`src/rtl/pmc_pkg.sv`:
```
package pmc_pkg;

    typedef enum logic [1:0] {
        MODE_UP    = 2'd0,
        MODE_DN    = 2'd1,
        MODE_UNATT = 2'd2,
        MODE_DIS   = 2'd3
    } mode_e;

    typedef enum logic [1:0] {
        LNK_NONE   = 2'd0,
        LNK_DETECT = 2'd1,
        LNK_HOTRST = 2'd2
    } lnk_e;

    typedef enum logic [2:0] {
        ST_IDLE,
        ST_SRST,
        ST_HOT,
        ST_HOLD,
        ST_TRAIN
    } st_e;

    typedef struct packed {
        st_e        st;
        logic [1:0] old_m;
        logic [1:0] new_m;
        logic       done;
        logic       err;
    } ctl_t;

endpackage

```
`src/rtl/pmc_path_sel.sv`:
```
module pmc_path_sel
    import pmc_pkg::*;
(
    input  logic [1:0] old_i,
    input  logic [1:0] new_i,
    output logic       use_hot_o,
    output logic       oper_o,
    output logic       dn_o
);
    mode_e old_m, new_m;

    always_comb begin
        old_m     = mode_e'(old_i);
        new_m     = mode_e'(new_i);
        // Hot reset only when the port stays downstream on both sides
        use_hot_o = (old_m == MODE_DN) && (new_m == MODE_DN);
        oper_o    = (new_m == MODE_UP) || (new_m == MODE_DN);
        dn_o      = (new_m == MODE_DN);
    end
endmodule

```
`src/rtl/pmc_hold_timer.sv`:
```
module pmc_hold_timer #(
    parameter int HOLD_CYC = 31250
) (
    input  logic clk,
    input  logic rst_n,
    input  logic run_i,
    output logic last_o
);
    localparam int CW = $clog2(HOLD_CYC + 1);
    localparam logic [CW-1:0] LAST = CW'(HOLD_CYC - 1);

    logic [CW-1:0] cnt_d, cnt_q;

    always_comb begin
        cnt_d  = cnt_q;
        last_o = run_i && (cnt_q == LAST);
        if (!run_i || last_o) begin
            cnt_d = '0;
        end else begin
            cnt_d = cnt_q + 1'b1;
        end
    end

    always_ff @(posedge clk or negedge rst_n) begin
        if (!rst_n) cnt_q <= '0;
        else        cnt_q <= cnt_d;
    end
endmodule

```
`src/rtl/pmc_ctrl.sv`:
```
module pmc_ctrl
    import pmc_pkg::*;
#(
    parameter int CLK_MHZ  = 125,
    parameter int HOLD_US  = 250,
    parameter int HOLD_CYC = CLK_MHZ * HOLD_US
) (
    input  logic       clk,
    input  logic       rst_n,
    input  logic       req_i,
    input  logic [1:0] old_mode_i,
    input  logic [1:0] new_mode_i,
    input  logic       link_l0_i,
    input  logic       link_hotrst_done_i,
    input  logic       link_train_fail_i,
    output logic       soft_rst_o,
    output logic [1:0] link_dir_o,
    output logic       train_en_o,
    output logic       train_dn_o,
    output logic       busy_o,
    output logic       done_o,
    output logic       req_err_o
);
    ctl_t ctl_d, ctl_q;
    logic use_hot, oper, dn, hold_last;

    pmc_path_sel u_path (
        .old_i     (ctl_q.old_m),
        .new_i     (ctl_q.new_m),
        .use_hot_o (use_hot),
        .oper_o    (oper),
        .dn_o      (dn)
    );

    pmc_hold_timer #(.HOLD_CYC(HOLD_CYC)) u_hold (
        .clk    (clk),
        .rst_n  (rst_n),
        .run_i  (ctl_q.st == ST_HOLD),
        .last_o (hold_last)
    );

    always_comb begin
        ctl_d      = ctl_q;
        ctl_d.done = 1'b0;
        ctl_d.err  = 1'b0;
        case (ctl_q.st)
            ST_IDLE: begin
                if (req_i) begin
                    ctl_d.st    = ST_SRST;
                    ctl_d.old_m = old_mode_i;
                    ctl_d.new_m = new_mode_i;
                end
            end
            ST_SRST: begin
                ctl_d.st = use_hot ? ST_HOT : ST_HOLD;
            end
            ST_HOT: begin
                // Completion or failure both end in the Detect hold
                if (link_hotrst_done_i || link_train_fail_i) ctl_d.st = ST_HOLD;
            end
            ST_HOLD: begin
                if (hold_last) begin
                    if (oper) begin
                        ctl_d.st = ST_TRAIN;
                    end else begin
                        ctl_d.st   = ST_IDLE;
                        ctl_d.done = 1'b1;
                    end
                end
            end
            ST_TRAIN: begin
                if (link_l0_i || link_train_fail_i) begin
                    ctl_d.st   = ST_IDLE;
                    ctl_d.done = 1'b1;
                end
            end
            default: ctl_d.st = ST_IDLE;
        endcase
        if (ctl_q.st != ST_IDLE && req_i) ctl_d.err = 1'b1;
    end

    always_ff @(posedge clk or negedge rst_n) begin
        if (!rst_n) begin
            ctl_q <= '{st: ST_IDLE, old_m: 2'd0, new_m: 2'd0, done: 1'b0, err: 1'b0};
        end else begin
            ctl_q <= ctl_d;
        end
    end

    always_comb begin
        busy_o     = (ctl_q.st != ST_IDLE);
        soft_rst_o = (ctl_q.st == ST_SRST);
        train_en_o = (ctl_q.st == ST_TRAIN);
        train_dn_o = train_en_o && dn;
        done_o     = ctl_q.done;
        req_err_o  = ctl_q.err;
        case (ctl_q.st)
            ST_HOT:  link_dir_o = LNK_HOTRST;
            ST_HOLD: link_dir_o = LNK_DETECT;
            default: link_dir_o = LNK_NONE;
        endcase
    end
endmodule

```
`config.mk`:
```
export PLATFORM = sky130hd
export DESIGN_NAME = pmc_ctrl
export DESIGN_NICKNAME = d
export VERILOG_FILES = /design/src/rtl/pmc_pkg.sv /design/src/rtl/pmc_path_sel.sv /design/src/rtl/pmc_hold_timer.sv /design/src/rtl/pmc_ctrl.sv
export SDC_FILE = /design/constraint.sdc
export NUM_CORES = 1
export LEC_CHECK = 0
export ABC_AREA = 1
export CORE_MARGIN = 4
export CORE_UTILIZATION = 55
export DETAILED_ROUTE_END_ITERATION = 12
export GPL_ROUTABILITY_DRIVEN = 0
export PLACE_DENSITY = 0.92
export SETUP_SLACK_MARGIN = 0.05
export SLEW_MARGIN = 10
export SYNTH_ARGS = -nofsm -noshare
export SYNTH_HDL_FRONTEND = slang
export SYNTH_SLANG_ARGS = --single-unit
```
`constraint.sdc`:
```
create_clock -name clk -period 3.45 [get_ports clk]
set_clock_uncertainty 0.05 [all_clocks]
set_input_delay 0.69 -clock clk [delete_from_list [all_inputs] [get_ports clk]]
set_output_delay 0.69 -clock clk [all_outputs]
set_load 0.05 [all_outputs]
```
After elaboration in Yosys (flattened, before gate mapping)

Cells that the tools add are included.

Register bits: 24
Bits of input ports: 10
Output and inout port bits: 8

$add $sub $neg: 1
Equal/unequal tests: 11
Muxes and demuxes: 14
Reductions and logical operators: 14

Operators by type and width:

| cell                  | count |
|---|---|
| $add 15x1->15 const B | 1 |
| $eq 15x15->1 const B  | 1 |
| $mux 15               | 1 |
| $pmux 3 s5            | 1 |
| $mux 3                | 4 |
| $mux 7                | 1 |
| $eq 3x2->1 const B    | 2 |
| $ne 2x2->1 const B    | 3 |
| $mux 1                | 5 |
| $eq 2x1->1 const B    | 2 |
| $logic_and 1x1->1     | 4 |
| $logic_or 1x1->1      | 4 |
| $pmux 2 s2            | 1 |
| $reduce_and 4->1      | 1 |
| $eq 3x1->1 const B    | 1 |
| $eq 3x3->1 const B    | 1 |
| $logic_not 3->1       | 1 |
| $reduce_bool 3->1     | 1 |
| $logic_not 2->1       | 1 |
| $ne 2x1->1 const B    | 1 |
| $pmux 1 s2            | 1 |
| $reduce_and 2->1      | 1 |
| $logic_not 1->1       | 1 |

Depth between registers and ports, before layout

Gate-level depths: netlist of run 1.

Depth after elaboration: 5
Gate-level depth with buffers: 8

Hierarchy

A second synthesis of run 1 with hierarchy kept.

Cells, all modules: 181
Area total of the unflattened synthesis: 1407.6 sq um

By module, submodules not included:

| module         | instances | cells each | area each (sq um) |
|---|---|---|---|
| pmc_hold_timer | 1         | 109        | 885.8 |
| pmc_ctrl       | 1         | 66         | 494.2 |
| pmc_path_sel   | 1         | 6          | 27.5 |

Worst setup path after synthesis of run 1

OpenSTA, ideal clock, no wires.

Kind: flip-flop to output port
Start: reg ctl_q[7] (netlist bit)
End: out train_dn_o
Arrival time: 1262 ps
Data required time: 2710 ps
Slack: 1448 ps
Stages on the path, launching flop included: 4
Path buffers: 0
Path through: dfrtp_1 > nor2_1 > nand2_1 > nor2_1

Longest elaborated chain between the ends: 2

RTL lines:

| what                   | RTL line       | RTL |
|---|---|---|
| start, declared        | pmc_ctrl.sv:24 | `ctl_t ctl_d, ctl_q;` |
| start signal, assigned | pmc_ctrl.sv:84 | `ctl_q <= '{st: ST_IDLE, old_m: 2'd0, new_m: 2'd0, done: 1'b0, err: 1'b0};` |
| start signal, assigned | pmc_ctrl.sv:86 | `ctl_q <= ctl_d;` |
| $eq 3x3->1             | pmc_ctrl.sv:93 | `train_en_o = (ctl_q.st == ST_TRAIN);` |
| $logic_and 1x1->1      | pmc_ctrl.sv:94 | `train_dn_o = train_en_o && dn;` |
| end, declared          | pmc_ctrl.sv:19 | `output logic train_dn_o,` |

No other way between the ends.

Worst setup path in the final report of run 1

Same ends and word-level chain as after synthesis.

==> results.sh, run 1 <==
export IMPL_status="completed"
export IMPL_fin_crit_sh_pct=79.8
export IMPL_avgSynthCellArea_um2=7.42
export IMPL_ys_ff_latch=24
export IMPL_relSlewSlack_pct=65.7
export IMPL_seqPwrFrac_pct=39.4
export IMPL_io_buffer_count=17
export IMPL_synthMuxAreaShare_pct=0
export IMPL_path_class="flop to output pin"
export IMPL_drtPass1Iterations=4
export IMPL_finalWorstSetupSlack_ns=0.698
export IMPL_clock_sinks=24
export IMPL_grt_pass1_vias=1225
export IMPL_syn_to_final_growth_pct=18.0
export IMPL_slew_violations=0
export IMPL_ir_drop_uv=657
export IMPL_path_clk_slew_ns=0.13
export IMPL_ys_types=18
export IMPL_fin_setup_tns_ns=0
export IMPL_drt_iter0_drc=42
export IMPL_synth_seq_area_share_pct=46.2
export IMPL_critPathMaxStageDelay_ns=0.82
export IMPL_maxCapViolations=0
export IMPL_power_switching_mw=0.419
export IMPL_die_area_um2=3200
export IMPL_drive_above_1_share_pct=7.14
export IMPL_antenna_found_initial=0
export IMPL_die_w_um=56.6
export IMPL_grt_pass1_wl_um=4620
export IMPL_mostFrequentLayoutCell="nand2_1"
export IMPL_cp_max_fo=7
export IMPL_start_kind="flop"
export IMPL_reg2regPathDepth=6
export IMPL_stdcell_count=224
export IMPL_pwr_share_comb_pct=45.3
export IMPL_regToRegEndpoint="u_hold.cnt_q[10]$_DFF_PN0_"
export IMPL_rsz0062_at_grt="false"
export IMPL_layout_common_cells="nand2_1, nor2_1, dfrtp_1"
export IMPL_finalSetupViolCount=0
export IMPL_numCtsBuffers=3
export IMPL_p_leak_nw=0.678
export IMPL_hold_depth=2
export IMPL_yosysWarnings=0
export IMPL_clockRootBuffer="clkbuf_4"
export IMPL_synth_xor_area_share_pct=3.37
export IMPL_place_ws_ns=1.07
export IMPL_synthCells=175
export IMPL_netSwitchingFraction_pct=44.3
export IMPL_synth_edf_count=0
export IMPL_post_cts_buffers=0
export IMPL_crit_buf_inv=1
export IMPL_whs_endpoint="ctl_q[2]$_DFFE_PN0P_"
export IMPL_cp_slowest_cell="clkdlybuf4s50_1"
export IMPL_end_kind="output pin"
export IMPL_dieHeight_um=56.6
export IMPL_layout_nets=209
export IMPL_cp_common_cell="nor2_1"
export IMPL_hp_start="ctl_q[2]$_DFFE_PN0P_"
export IMPL_cts_hold_buf=0
export IMPL_nFillCells=181
export IMPL_cts_htree_levels=1
export IMPL_min_period_ns=2.75
export IMPL_max_freq_mhz=363
export IMPL_grt_overflow=0
export IMPL_totalWireLength_um=2740
export IMPL_worst_pin_slew_ns=0.513
export IMPL_synthAdderAreaFrac_pct=1.93
export IMPL_clkLatencyLatePin_ns=0.31
export IMPL_rrSetupSlack_ns=1.96
export IMPL_start_util_pct=58.2
export IMPL_cts_tree="built"
export IMPL_synth_compound_area_share_pct=4.24
export IMPL_wire_per_inst_um=12.2
export IMPL_ctsResizeCount=0
export IMPL_grt_use_total_pct=18.2
export IMPL_vias_per_cell=5.38
export IMPL_grt_max_degree=25
export IMPL_min_path_type="flop to flop"
export IMPL_dp_hpwl_um=2130
export IMPL_clkPwrFrac_pct=15.3
export IMPL_core_rowCount=17
export IMPL_r2r_start="u_hold.cnt_q[0]$_DFF_PN0_"
export IMPL_insertedDiodeCount=0
export IMPL_fp_coreArea_um2=2230
export IMPL_synthSimpleGateAreaFrac_pct=37.0
export IMPL_ys_flop_type="dfrtp_1"
export IMPL_cts_buffer_depth=2
export IMPL_critPathLaunch="ctl_q[7]$_DFFE_PN0P_"
export IMPL_syn_cell_area_um2=1300
export IMPL_worstPathCellList="nor2_1 > nand2_1 > nor2_1 > clkdlybuf4s50_1"
export IMPL_cp_data_arrival_time_ns=2.01
export IMPL_synth_top_family_by_area="simple AND/OR/NAND/NOR gates"
export IMPL_synthArstFlopShare_pct=100
export IMPL_num_io_pins=18
export IMPL_antenna_left=0
export IMPL_dp_cells=220
export IMPL_detail_route_drc_violations=0
export IMPL_critPathRequiredTime_ns=2.71
export IMPL_power_density_nw_per_um2=618
export IMPL_p_int_mw=0.527
export IMPL_vias=1206
export IMPL_cp_top_family="buffers and inverters"
export IMPL_finalHoldViolCount=0
export IMPL_syn_num_nets=187
==> cells by family after synthesis <==
family / Yosys count
flip-flops: 24
XOR/XNOR: 5
AO/OA/AOI/OAI: 11
buffers and inverters: 22
AND/OR/NAND/NOR: 111
adder cells (fa/ha/maj): 2
==> how the worst max path moves through the flow <==
stage | to | cells after the start | slack [ns]
6_report | train_dn_o | 4 | 0.70
5_1_grt | train_dn_o | 4 | 0.61
4_1_cts | train_dn_o | 4 | 0.70
3_5_place_dp | train_dn_o | 4 | 1.07
3_3_place_gp | link_dir_o[1] | 4 | 1.18
2_1_floorplan | train_dn_o | 3 | 1.45
==> stage by stage <==
| step | total power [mW] | util, % | hold WS, ns | area, µm² |
|---|---|---|---|---|
| global placement | 0.779 | 67.0 | 0.406 | 1500 |
| global route | 1.01 | 68.6 | 0.460 | 1530 |
| finish | 0.947 | 68.6 | 0.438 | 1530 |
| detailed placement | 0.800 | 67.0 | 0.410 | 1500 |
| floorplan | 0.681 | - | 0.344 | 1300 |
| CTS | 0.949 | 68.6 | 0.442 | 1530 |
==> cell usage after synthesis (2+ instances only) <==
master | n | area [µm²]
nor3_1 | 4 | 20.0
a21oi_1 | 5 | 25.0
nor2_1 | 37 | 139
dfrtp_1 | 24 | 601
nand2_1 | 41 | 154
or2_2 | 2 | 12.5
nor2_2 | 3 | 18.8
xor2_1 | 5 | 43.8
nand3_1 | 18 | 90.1
nand4_1 | 3 | 18.8
o21ai_0 | 6 | 30.0
ha_1 | 2 | 25.0
inv_1 | 20 | 75.1
==> worst reg2reg max path, stage by stage (launching register included) <==
cell and delay, ns:
dfrtp_1 0.42, ha_1 0.20, nand3_1 0.17, nor3_2 0.30, nand3_1 0.12, nand2_1 0.09, nor2_1 0.04
==> sequential cells by signal (all words and copies together), names as in the netlist <==
signal	cells
ctl_q	7
done_o	1
req_err_o	1
u_hold.cnt_q	15
==> cell type report <==
class	instances	area [µm²]	share of cell area [%]
flip-flops and latches	24	601	39.2
repair buffers	18	178	11.6
multi-input cells	129	604	39.4
well taps	28	35.0	2.29
clock buffers	4	36.3	2.37
inverters	21	78.8	5.14
==> power groups by stage <==
| stage | sequential (mW) | clock [mW] | combinational, mW |
|---|---|---|---|
| CTS | 0.371 | 0.153 | 0.426 |
| global route | 0.377 | 0.165 | 0.466 |
| global placement | 0.372 | 0 | 0.407 |
| detailed placement | 0.377 | 0 | 0.424 |
| floorplan | 0.385 | 0 | 0.296 |
| finish | 0.373 | 0.145 | 0.429 |
==> metal layers <==
metal  GRT usage (%)  part of all wire, %
met1            18.0                   41
met2            33.8                   50
met3            3.45                  5.4
met4            11.5                  2.8
met5               0                    0
No activity file was read; power rests on OpenSTA's default activity.
==> run 2, diff against run 1 <==
--- a/config.mk
+++ b/config.mk
@@ -7,10 +7,10 @@
 export LEC_CHECK = 0
 export ABC_AREA = 1
 export CORE_MARGIN = 4
-export CORE_UTILIZATION = 55
+export CORE_UTILIZATION = 53
 export DETAILED_ROUTE_END_ITERATION = 12
 export GPL_ROUTABILITY_DRIVEN = 0
-export PLACE_DENSITY = 0.92
+export PLACE_DENSITY = 0.9
 export SETUP_SLACK_MARGIN = 0.05
 export SLEW_MARGIN = 10
 export SYNTH_ARGS = -nofsm -noshare
==> constraint.sdc (replaced) <==
create_clock -name clk -period 2.6 [get_ports clk]
set_clock_uncertainty 0.05 [all_clocks]
set_input_delay 0.52 -clock clk [delete_from_list [all_inputs] [get_ports clk]]
set_output_delay 0.52 -clock clk [all_outputs]
set_load 0.05 [all_outputs]
==> run 2 against run 1 <==
Critical path depth stayed put; non-clock buffer count stayed put; register-to-register slack worse by 0.90 ns; via count is 1.7% lower; global-route usage is 0.42 points lower; design area is 0.49% lower; clock power is 8% higher.
==> results.sh, run 2 (synthesized netlist as in run 1, its figures left out) <==
export IMPL_num_io_pins=18
export IMPL_nFillCells=188
export IMPL_max_freq_mhz=414
export IMPL_netSwitchingFraction_pct=45.1
export IMPL_reg_largest_list="u_hold.cnt_q (15), ctl_q (7)"
export IMPL_cp_max_fo=4
export IMPL_fin_crit_sh_pct=92.8
export IMPL_detail_route_drc_violations=0
export IMPL_clockRootBuffer="clkbuf_4"
export IMPL_cts_hold_buf=0
export IMPL_rsz0062_at_grt="false"
export IMPL_drtPass1Iterations=4
export IMPL_finalSetupViolCount=0
export IMPL_start_util_pct=57.1
export IMPL_io_buffer_count=17
export IMPL_min_path_type="flop to flop"
export IMPL_vias_per_cell=5.31
export IMPL_p_leak_nw=0.726
export IMPL_layout_nets=209
export IMPL_grt_overflow=0
export IMPL_dieHeight_um=57.5
export IMPL_syn_to_final_growth_pct=17.4
export IMPL_fin_setup_tns_ns=0
export IMPL_seqPwrFrac_pct=41.3
export IMPL_core_rowCount=17
export IMPL_cp_data_arrival_time_ns=1.84
export IMPL_worst_pin_slew_ns=0.513
export IMPL_die_w_um=57.5
export IMPL_post_cts_buffers=0
export IMPL_antenna_left=0
export IMPL_power_switching_mw=0.542
export IMPL_grt_pass1_wl_um=4680
export IMPL_status="completed"
export IMPL_p_int_mw=0.661
export IMPL_power_density_nw_per_um2=788
export IMPL_largest_register="u_hold.cnt_q"
export IMPL_die_area_um2=3310
export IMPL_dp_hpwl_um=2120
export IMPL_relSlewSlack_pct=65.7
export IMPL_cts_htree_levels=1
export IMPL_cts_tree="built"
export IMPL_largest_reg_flops=15
export IMPL_end_kind="output pin"
export IMPL_critPathMaxStageDelay_ns=0.83
export IMPL_start_kind="flop"
export IMPL_grt_use_total_pct=17.7
export IMPL_clkLatencyLatePin_ns=0.30
export IMPL_path_clk_slew_ns=0.12
export IMPL_cp_slowest_cell="clkdlybuf4s50_1"
export IMPL_totalWireLength_um=2780
export IMPL_grt_max_degree=25
export IMPL_drt_iter0_drc=51
export IMPL_layout_common_cells="nand2_1, nor2_1, dfrtp_1"
export IMPL_pwr_share_comb_pct=45.8
export IMPL_maxCapViolations=0
export IMPL_critPathRequiredTime_ns=2.03
export IMPL_grt_pass1_vias=1174
export IMPL_vias=1185
export IMPL_path_class="flop to output pin"
export IMPL_insertedDiodeCount=0
export IMPL_drive_above_1_share_pct=6.67
export IMPL_finalHoldViolCount=0
export IMPL_antenna_found_initial=0
export IMPL_mostFrequentLayoutCell="nand2_1"
export IMPL_fp_coreArea_um2=2280
export IMPL_clkPwrFrac_pct=12.9
export IMPL_total_power_mw=1.20
export IMPL_min_period_ns=2.41
export IMPL_cts_buffer_depth=2
export IMPL_ir_drop_uv=684
export IMPL_numCtsBuffers=3
export IMPL_slew_violations=0
export IMPL_worstPathCellList="inv_1 > nand2_1 > nor2_1 > clkdlybuf4s50_1"
export IMPL_clock_sinks=24
export IMPL_wire_per_inst_um=12.5
==> run 2: cell count changes in the layout (fill, tap and decap cells not counted), sizes merged <==
cell,delta
clkdlybuf4s50,-4
dlymetal6s2s,+3
clkbuf,-1
dlygate4sd2,+1
==> run 2: final cells by class <==
type,instances,area (µm²),share of cell area [%]
repair buffers,18,184,12.1
clock buffers,3,22.5,1.48
well taps,28,35.0,2.30
multi-input cells,129,604,39.6
inverters,21,78.8,5.17
flip-flops and latches,24,601,39.4
==> run 2: through the flow <==
step,setup slack [ns],hold slack [ns],instances,utilization [%],cell area (µm²)
2_1_floorplan,0.768,0.174,175,-,1300
3_3_place_gp,0.503,0.407,220,65.8,1500
3_5_place_dp,0.396,0.418,220,65.8,1500
4_1_cts,0.0933,0.450,223,66.7,1520
5_1_grt,0.0971,0.470,223,67.0,1530
6_report,0.187,0.442,223,67.0,1530
==> run 2: layer usage <==
layer | part of all wire (%) | GRT usage (%) | vias up | wire (µm)
li1 | - | - | 589 | -
met1 | 42 | 19.9 | 554 | 1180
met2 | 51 | 31.6 | 36 | 1420
met3 | 4.7 | 4.07 | 6 | 131
met4 | 1.6 | 7.95 | 0 | 44
met5 | 0 | 0 | - | 0
==> run 2: worst paths after layout <==
| path | to | cells after the start | slack [ns] | from |
|---|---|---|---|---|
| worst max register to register | u_hold.cnt_q[6]$_DFF_PN0_ | 5 | 1.06 | u_hold.cnt_q[0]$_DFF_PN0_ |
| worst max-delay path | soft_rst_o | 4 | 0.19 | ctl_q[8]$_DFFE_PN0P_ |
| worst min register to register | ctl_q[2]$_DFFE_PN0P_ | 2 | 0.44 | ctl_q[2]$_DFFE_PN0P_ |
| max in group asynchronous | ctl_q[7]$_DFFE_PN0P_ | 2 | 1.76 | rst_n |
| worst min-delay path | ctl_q[2]$_DFFE_PN0P_ | 2 | 0.44 | ctl_q[2]$_DFFE_PN0P_ |
| min in group asynchronous | u_hold.cnt_q[7]$_DFF_PN0_ | 2 | 0.50 | rst_n |
==> run 2: worst max-delay path, delay by kind of cell, from the launching register on <==
kind	cells	cell delay (ns)
AND/OR/NAND/NOR	2	0.19
buffers and inverters	2	0.93
flip-flops	1	0.43
==> run 2: what timing repair did <==
item | 4_1_cts | 5_1_grt
pin swaps | 0 | 0
hold endpoints to repair | 0 | 0
endpoints found under the setup margin | 1 | 3
resized for setup | 1 | 3
==> run 2: power by group through the flow <==
stage | logic [mW] | registers [mW] | clock network, mW
after global routing | 0.603 | 0.501 | 0.179
final | 0.551 | 0.496 | 0.156
after detailed placement | 0.558 | 0.502 | 0
after CTS | 0.555 | 0.494 | 0.165
after global placement | 0.540 | 0.494 | 0
after floorplan | 0.392 | 0.511 | 0
==> run 3, diff against run 2 <==
--- a/config.mk
+++ b/config.mk
@@ -9,9 +9,9 @@
 export CORE_MARGIN = 4
 export CORE_UTILIZATION = 53
 export DETAILED_ROUTE_END_ITERATION = 12
-export GPL_ROUTABILITY_DRIVEN = 0
 export PLACE_DENSITY = 0.9
 export SETUP_SLACK_MARGIN = 0.05
+export SKIP_LAST_GASP = 1
 export SLEW_MARGIN = 10
 export SYNTH_ARGS = -nofsm -noshare
 export SYNTH_HDL_FRONTEND = slang
==> constraint.sdc (replaced) <==
create_clock -name clk -period 2.63 [get_ports clk]
set_clock_uncertainty 0.05 [all_clocks]
set_input_delay 0.526 -clock clk [delete_from_list [all_inputs] [get_ports clk]]
set_output_delay 0.526 -clock clk [all_outputs]
set_load 0.05 [all_outputs]
==> run 3 against run 2 <==
Non-clock buffer count unchanged; sequential power down 1%; highest routed layer unchanged; core utilization up 0.055 points; final cell count unchanged; largest cell class unchanged.
==> results.sh, run 3 (synthesized netlist as in run 1, its figures left out) <==
export IMPL_path_clk_slew_ns=0.12
export IMPL_cp_max_fo=4
export IMPL_multiInputGateArea_um2=604
export IMPL_reg_largest_list="u_hold.cnt_q (15), ctl_q (7)"
export IMPL_detail_route_drc_violations=0
export IMPL_grt_pass1_vias=1174
export IMPL_post_cts_buffers=0
export IMPL_die_w_um=57.5
export IMPL_io_buffer_count=17
export IMPL_ctsResizeCount=0
export IMPL_hold_ws_ns=0.443
export IMPL_power_density_nw_per_um2=786
export IMPL_status="completed"
export IMPL_cts_tree="built"
export IMPL_grt_pass1_wl_um=4680
export IMPL_p_leak_nw=0.722
export IMPL_grt_overflow=0
export IMPL_antenna_left=0
export IMPL_clock_sinks=24
export IMPL_antenna_found_initial=0
export IMPL_dieHeight_um=57.5
export IMPL_path_class="flop to output pin"
export IMPL_maxCapViolations=0
export IMPL_finalHoldViolCount=0
export IMPL_cp_slowest_cell="clkdlybuf4s50_1"
export IMPL_core_rowCount=17
export IMPL_dp_hpwl_um=2120
export IMPL_critPathMaxStageDelay_ns=0.83
export IMPL_grt_use_total_pct=17.7
export IMPL_vias_per_cell=5.26
export IMPL_cp_data_arrival_time_ns=1.93
export IMPL_cts_hold_buf=0
export IMPL_syn_to_final_growth_pct=17.5
export IMPL_place_congestion=0.857
export IMPL_fin_crit_sh_pct=95.2
export IMPL_layout_nets=209
export IMPL_die_area_um2=3310
export IMPL_end_kind="output pin"
export IMPL_mostFrequentLayoutCell="nand2_1"
export IMPL_cp_common_cell="inv_1"
export IMPL_cts_buffer_depth=2
export IMPL_num_io_pins=18
export IMPL_grt_max_degree=25
export IMPL_clockRootBuffer="clkbuf_4"
export IMPL_finalSetupViolCount=0
export IMPL_fp_coreArea_um2=2280
export IMPL_start_kind="flop"
export IMPL_cts_htree_levels=1
export IMPL_vias=1173
export IMPL_rsz0062_at_grt="false"
export IMPL_min_path_type="flop to flop"
export IMPL_nFillCells=186
export IMPL_totalWireLength_um=2800
export IMPL_drt_iter0_drc=58
export IMPL_largest_reg_flops=15
export IMPL_final_cell_area_um2=1530
export IMPL_seq_area_um2=601
export IMPL_max_freq_mhz=400
export IMPL_largest_register="u_hold.cnt_q"
export IMPL_worst_pin_slew_ns=0.536
export IMPL_drtPass1Iterations=4
export IMPL_relSlewSlack_pct=64.2
export IMPL_start_util_pct=57.1
export IMPL_place_ws_ns=0.420
export IMPL_drive_above_1_share_pct=6.67
export IMPL_worstPathCellList="inv_1 > nand3_1 > inv_1 > clkdlybuf4s50_1"
export IMPL_numCtsBuffers=3
export IMPL_clkLatencyLatePin_ns=0.30
export IMPL_critPathRequiredTime_ns=2.05
export IMPL_layout_common_cells="nand2_1, nor2_1, dfrtp_1"
export IMPL_slew_violations=0
export IMPL_insertedDiodeCount=0
export IMPL_placed_area_um2=1500
export IMPL_fin_setup_tns_ns=0
export IMPL_ir_drop_uv=681
export IMPL_min_period_ns=2.50
export IMPL_wire_per_inst_um=12.5
export IMPL_finalWorstSetupSlack_ns=0.127
run 3: cell types whose count changed in the layout (fill, tap and decap cells not counted):
cell             change
clkdlybuf4s50_1      +1
dlygate4sd2_1        -1
run 3: power breakdown:
| group | switching (mW) | internal [mW] |
|---|---|---|
| clock | 0.101 | 0.0534 |
| sequential | 0.0557 | 0.435 |
| combinational | 0.384 | 0.170 |
run 3: metrics by stage:
step / total power, mW / util [%] / cells
floorplan: 0.893 / - / 175
global placement: 1.02 / 65.8 / 220
detailed placement: 1.05 / 65.8 / 220
CTS: 1.21 / 66.7 / 223
global route: 1.27 / 67.1 / 223
finish: 1.20 / 67.1 / 223
run 3: cell type report:
type                            count  area share (%)
Clock buffer                        3            1.48
Inverter                           21            5.16
Multi-Input combinational cell    129            39.6
Sequential cell                    24            39.3
Tap cell                           28            2.30
Timing Repair Buffer               18            12.1
run 3: worst paths after layout:
kind / startpoint / end / slack [ns] / depth (start not counted)
min reg2reg: ctl_q[2]$_DFFE_PN0P_ / ctl_q[2]$_DFFE_PN0P_ / 0.44 / 2
min in group asynchronous: rst_n / u_hold.cnt_q[7]$_DFF_PN0_ / 0.51 / 2
max reg2reg: u_hold.cnt_q[0]$_DFF_PN0_ / u_hold.cnt_q[6]$_DFF_PN0_ / 1.09 / 5
min: ctl_q[2]$_DFFE_PN0P_ / ctl_q[2]$_DFFE_PN0P_ / 0.44 / 2
max: ctl_q[8]$_DFFE_PN0P_ / link_dir_o[0] / 0.13 / 4
max in group asynchronous: rst_n / u_hold.cnt_q[1]$_DFF_PN0_ / 1.78 / 2
run 3: routing by layer:
layer | share of wire [%] | track usage [%] | wire, µm
met1 | 43 | 19.9 | 1190
met5 | 0 | 0 | 0
met3 | 4.7 | 4.07 | 132
met2 | 51 | 31.6 | 1440
met4 | 1.2 | 7.95 | 34
run 3: critical path, delay by kind of cell, from the launching register on:
kind                   cells  cell delay, ns
and+or+nand+nor            1            0.09
buffers and inverters      3            1.10
DFF                        1            0.44
